**src/rtl/cvpic_pkg.sv**
```systemverilog
package cvpic_pkg;

  // widest reservation table the helper below can inspect
  localparam int CVPIC_MAX_COLS = 64;

  // default table: 3 stages, 6 columns of evaluation time
  // stage0 cols 0,5 | stage1 cols 1,3 | stage2 cols 2,4
  localparam int              CVPIC_DEF_STAGES = 3;
  localparam int              CVPIC_DEF_COLS   = 6;
  localparam logic [17:0]     CVPIC_DEF_TABLE  = 18'h142A1;

  // true when one stage row has two marks exactly lat columns apart
  function automatic logic lat_collides(input logic [CVPIC_MAX_COLS-1:0] row,
                                        input int lat);
    return |(row & (row >> lat));
  endfunction

endpackage

```
**src/rtl/cvpic_cvec.sv**
```systemverilog
module cvpic_cvec #(
  parameter int NUM_STAGES = 3,
  parameter int NUM_COLS   = 6,
  parameter logic [NUM_STAGES*NUM_COLS-1:0] RES_TABLE = '0
) (
  output logic [NUM_COLS-2:0] cvec
);
  import cvpic_pkg::*;

  localparam int LAT_W = NUM_COLS - 1;

  logic [LAT_W-1:0][NUM_STAGES-1:0] hits;

  // bit L-1 of cvec marks latency L as forbidden
  for (genvar lat = 1; lat <= LAT_W; lat++) begin : g_lat
    for (genvar s = 0; s < NUM_STAGES; s++) begin : g_stage
      localparam logic [NUM_COLS-1:0] ROW = RES_TABLE[s*NUM_COLS +: NUM_COLS];
      assign hits[lat-1][s] = lat_collides(CVPIC_MAX_COLS'(ROW), lat);
    end
    assign cvec[lat-1] = |hits[lat-1];
  end

endmodule

```
**src/rtl/cvpic_gate.sv**
```systemverilog
module cvpic_gate #(
  parameter int LAT_W = 5
) (
  input  logic             clk,
  input  logic             rst,
  input  logic             req,
  input  logic [LAT_W-1:0] cvec,
  output logic             accept,
  output logic             grant_q,
  output logic             blocked_q
);

  // blk[k] set: acceptance k edges from the next one would collide
  logic [LAT_W-1:0] blk;
  logic [LAT_W-1:0] blk_nx;

  always_comb begin
    accept = req & ~blk[0];
    blk_nx = (blk >> 1) | (accept ? cvec : '0);
  end

  always_ff @(posedge clk) begin
    if (rst) begin
      blk     <= '0;
      grant_q <= 1'b0;
    end else begin
      blk     <= blk_nx;
      grant_q <= accept;
    end
  end

  assign blocked_q = blk[0];

  assert_idle_grant_R2: assert property (@(posedge clk) disable iff (rst)
    (req && blk == '0) |=> grant_q);

  assert_refusal_no_trace_R4: assert property (@(posedge clk) disable iff (rst)
    (req && blk[0]) |=> (!grant_q && blk == ($past(blk) >> 1)));

  assert_merge_after_grant_R6: assert property (@(posedge clk) disable iff (rst)
    accept |=> ((blk & cvec) == cvec));

endmodule

```
**src/rtl/cvpic_occupancy.sv**
```systemverilog
module cvpic_occupancy #(
  parameter int NUM_STAGES = 3,
  parameter int NUM_COLS   = 6,
  parameter logic [NUM_STAGES*NUM_COLS-1:0] RES_TABLE = '0
) (
  input  logic                  clk,
  input  logic                  rst,
  input  logic                  accept,
  output logic [NUM_STAGES-1:0] stage_act_q,
  output logic                  busy_q
);

  // hist[c]: a task accepted c edges before the latest one
  logic [NUM_COLS-1:0]   hist;
  logic [NUM_COLS-1:0]   hist_nx;
  logic [NUM_STAGES-1:0] act_nx;

  assign hist_nx = {hist[NUM_COLS-2:0], accept};

  for (genvar s = 0; s < NUM_STAGES; s++) begin : g_stage
    localparam logic [NUM_COLS-1:0] ROW = RES_TABLE[s*NUM_COLS +: NUM_COLS];
    assign act_nx[s] = |(hist_nx & ROW);

    assert_one_owner_R9: assert property (@(posedge clk) disable iff (rst)
      $countones(hist & ROW) <= 1);
  end

  always_ff @(posedge clk) begin
    if (rst) begin
      hist        <= '0;
      stage_act_q <= '0;
      busy_q      <= 1'b0;
    end else begin
      hist        <= hist_nx;
      stage_act_q <= act_nx;
      busy_q      <= |hist_nx;
    end
  end

  assert_busy_after_accept_R8: assert property (@(posedge clk) disable iff (rst)
    accept |=> busy_q);

endmodule

```
**src/rtl/cvpic_initiation_ctrl.sv**
```systemverilog
module cvpic_initiation_ctrl #(
  parameter int NUM_STAGES = cvpic_pkg::CVPIC_DEF_STAGES,
  parameter int NUM_COLS   = cvpic_pkg::CVPIC_DEF_COLS,
  parameter logic [NUM_STAGES*NUM_COLS-1:0] RES_TABLE = cvpic_pkg::CVPIC_DEF_TABLE
) (
  input  logic                  clk,
  input  logic                  rst,
  input  logic                  init_req,
  output logic                  init_grant,
  output logic                  init_blocked,
  output logic                  pipe_busy,
  output logic [NUM_STAGES-1:0] stage_act
);

  localparam int LAT_W = NUM_COLS - 1;

  logic [LAT_W-1:0] cvec;
  logic             accept;

  cvpic_cvec #(
    .NUM_STAGES (NUM_STAGES),
    .NUM_COLS   (NUM_COLS),
    .RES_TABLE  (RES_TABLE)
  ) u_cvec (
    .cvec (cvec)
  );

  cvpic_gate #(
    .LAT_W (LAT_W)
  ) u_gate (
    .clk       (clk),
    .rst       (rst),
    .req       (init_req),
    .cvec      (cvec),
    .accept    (accept),
    .grant_q   (init_grant),
    .blocked_q (init_blocked)
  );

  cvpic_occupancy #(
    .NUM_STAGES (NUM_STAGES),
    .NUM_COLS   (NUM_COLS),
    .RES_TABLE  (RES_TABLE)
  ) u_occ (
    .clk         (clk),
    .rst         (rst),
    .accept      (accept),
    .stage_act_q (stage_act),
    .busy_q      (pipe_busy)
  );

  assert_grant_implies_busy_R8: assert property (@(posedge clk) disable iff (rst)
    init_grant |-> pipe_busy);

  assert_greedy_accept_R10: assert property (@(posedge clk) disable iff (rst)
    (init_req && !init_blocked) |=> init_grant);

  assert_blocked_refuses_R7: assert property (@(posedge clk) disable iff (rst)
    (init_req && init_blocked) |=> !init_grant);

endmodule

```
**config.mk**
```make
export PLATFORM = sky130hd
export DESIGN_NAME = cvpic_initiation_ctrl
export DESIGN_NICKNAME = d
export VERILOG_FILES = /design/src/rtl/cvpic_pkg.sv /design/src/rtl/cvpic_cvec.sv /design/src/rtl/cvpic_gate.sv /design/src/rtl/cvpic_occupancy.sv /design/src/rtl/cvpic_initiation_ctrl.sv
export SDC_FILE = /design/constraint.sdc
export NUM_CORES = 1
export LEC_CHECK = 0
export BUFFER_PORTS_ARGS = -buffer_cell sky130_fd_sc_hd__buf_2
export CAP_MARGIN = 20
export CORE_AREA = 10 10 47 49
export CTS_BUF_LIST = sky130_fd_sc_hd__clkbuf_2
export DETAILED_ROUTE_END_ITERATION = 16
export DIE_AREA = 0 0 57 59
export PLACE_DENSITY = 0.5
export SLEW_MARGIN = 10
export SYNTH_ARGS = -nofsm -noshare
export SYNTH_HDL_FRONTEND = slang
export SYNTH_SLANG_ARGS = --single-unit
```
**constraint.sdc**
```tcl
create_clock -name clk -period 2.6 [get_ports clk]
set_clock_uncertainty 0.1 [all_clocks]
set_input_delay 0.52 -clock clk [delete_from_list [all_inputs] [get_ports clk]]
set_output_delay 0.52 -clock clk [all_outputs]
set_load 0.01 [all_outputs]
```
==> flow_metrics.py <==
metrics = {
    "sta": {
        "setup_viol": 0,
        "period_needed_ns": 1.36,
        "finalSetupTns_ns": 0,
        "hold_ws_ns": 0.345,
        "slew_viol_final": 0,
        "hold_viol": 0,
        "maxSlewHeadroom_pct": 84.3,
        "worstMarginPinSlew_ns": 0.234,
        "setup_ws_ns": 1.24,
        "fmax_mhz": 736,
        "rsz0062_at_grt": "false",
        "fin_crit_sh_pct": 52.3,
    },
    "clock_network": {
        "cts.htree.levels": 1,
        "numCtsBuffers": 3,
        "root_buffer": "clkbuf_2",
        "cts.clk_slew.worst_paths_ns": 0.10,
        "post_cts_resized": 0,
        "clock_latency_ns": 0.24,
        "post_cts_buffers": 0,
        "cts_buffer_depth": 2,
        "cts_sinks": 11,
        "hold_buffers": 0,
        "cts_tree": "done",
    },
    "setup_path": {
        "crit_path_top_delay_cell": "dfxtp_1",
        "critical_path_class": "flop to output pin",
        "startpoint_type": "flop",
        "crit_chain": "buf_2",
        "worstPathMaxFanout": 3,
        "cp_top_family": "flip-flops",
        "critPathBufInv": 1,
        "r2r_slack_ns": 1.68,
        "cp.required_ns": 1.98,
        "cp-end-kind": "output pin",
        "cp.arrival_ns": 0.74,
        "cp_slowest_stage_delay_ns": 0.36,
    },
    "global_routing": {
        "first_global_vias": 198,
        "grt_max_degree": 10,
        "grt.overflow.total": 0,
        "grt_util_all_layers_pct": 3.43,
        "grt_pass1_wl_um": 841,
        "antenna_found_initial": 0,
    },
    "min_path": {
        "hold_class": "flop to flop",
    },
    "placement": {
        "gp_congestion": 0.664,
        "dp_slack_ns": 1.39,
        "io_buffers": 8,
        "placed_area_sq_um": 364,
    },
    "synth": {
        "synth_nets": 29,
        "synth_area_leader_cell": "dfxtp_1",
        "netlist.area_leader.share_pct": 72.4,
        "synth_area_sq_um": 304,
        "syn_inst": 26,
        "postSynthAreaPerCell_sq_um": 11.7,
        "yosys_warnings": 0,
        "yosysUniqueCellTypes": 9,
        "ys_seq_area_share_pct": 72.4,
        "synth_area_leaders": "dfxtp_1 72%, nor2b_1 10%, or2_1 4.1%, a21oi_1 3.3%, inv_1 2.5%",
        "ys_seq_elements": 11,
    },
    "cells_and_area": {
        "final_area_sq_um": 384,
        "final.fill_count": 162,
        "nets": 42,
        "layout-drive-gt1-share_pct": 31.6,
        "area_growth_pct": 26.3,
        "antenna_cells": 0,
    },
    "drt": {
        "drc": 0,
        "routed_wl_um": 510,
        "firstDrtPassIters": 2,
        "num_vias": 197,
        "drtIter0Drc": 6,
        "post_drt_via_cell_ratio": 3.65,
        "drtAntennaViolNets": 0,
        "routedWlPerCell_um": 9.44,
    },
    "floorplanning": {
        "core_sq_um": 1400,
        "dieArea_sq_um": 3360,
        "pin_count": 9,
        "initial_core_util_pct": 21.7,
        "die_x_um": 57,
        "chipHeight_um": 59,
        "rows": 14,
    },
    "power": {
        "power_leakage_nw": 0.178,
        "ir_worst_vdd_mv": 0.323,
        "powerDensity_nw_per_um2": 751,
    },
    "status": {
        "status": "finished clean",
    },
    "flow_run": {
        "max_cap_violations": 0,
    },
}
==> per-stage QoR <==
step / instances / power [mW] / util (%)
2_1_floorplan: 26 / 0.192 / -
3_3_place_gp: 50 / 0.201 / 26.0
6_report: 54 / 0.289 / 27.4
3_5_place_dp: 50 / 0.201 / 26.0
4_1_cts: 54 / 0.296 / 27.4
5_1_grt: 54 / 0.312 / 27.4
==> layout by cell type, fill, tap and decap left out <==
master	instances
nor2b_1	5
nand2b_1	1
dfxtp_1	11
or2_1	2
a21oi_1	2
buf_2	8
nor2_1	1
a31oi_1	1
nor4_1	1
clkbuf_2	4
inv_1	2
==> layer usage <==
metal	vias up	wire (um)	global-route usage (%)
met2	11	171	3.72
met3	0	73	4.51
met5	-	0	0
li1	105	-	-
met1	81	265	3.72
met4	0	0	1.01
==> power breakdown <==
group	switching [mW]	total [mW]	leakage (nW)	internal, mW
combinational	0.00996	0.0185	0.0714	0.00852
sequential	0.00223	0.178	0.0904	0.176
clock	0.0510	0.0919	0.0166	0.0409
total	0.0632	0.289	0.178	0.225
==> registers in the layout (all words and copies together) (netlist names) <==
register	cells
u_gate.blk	4
u_occ.busy_q	1
u_occ.hist	3
u_occ.stage_act_q	3
==> cell type report <==
cell class	count	area [sq um]	area share, %
Clock buffer	4	20.0	5.21
Inverter	2	7.51	1.95
Multi-Input combinational cell	13	76.3	19.9
Sequential cell	11	220	57.3
Tap cell	16	20.0	5.21
Timing Repair Buffer	8	40.0	10.4
==> path summary, 6_finish.rpt <==
check	to	from	depth (start not counted)
worst max register to register	u_occ.busy_q	u_gate.blk[3]	2
worst max-delay path	init_grant	u_occ.hist[0]	1
worst min-delay path	u_gate.blk[0]	u_gate.blk[1]	1
worst min register to register	u_gate.blk[0]	u_gate.blk[1]	1
==> synth_stat cells, drive strengths merged <==
cell type / number
dfxtp: 11
inv: 2
nor4: 1
nor2: 1
a31oi: 1
or2: 2
nor2b: 5
a21oi: 2
nand2b: 1
==> cells by family after synthesis <==
family	Yosys count	share of synthesized area, %
DFF	11	72.4
buffers and inverters	2	2.47
and+or+nand+nor	10	19.8
AOI/OAI and AO/OA	3	5.35
Power figures use the tool's default switching activity.
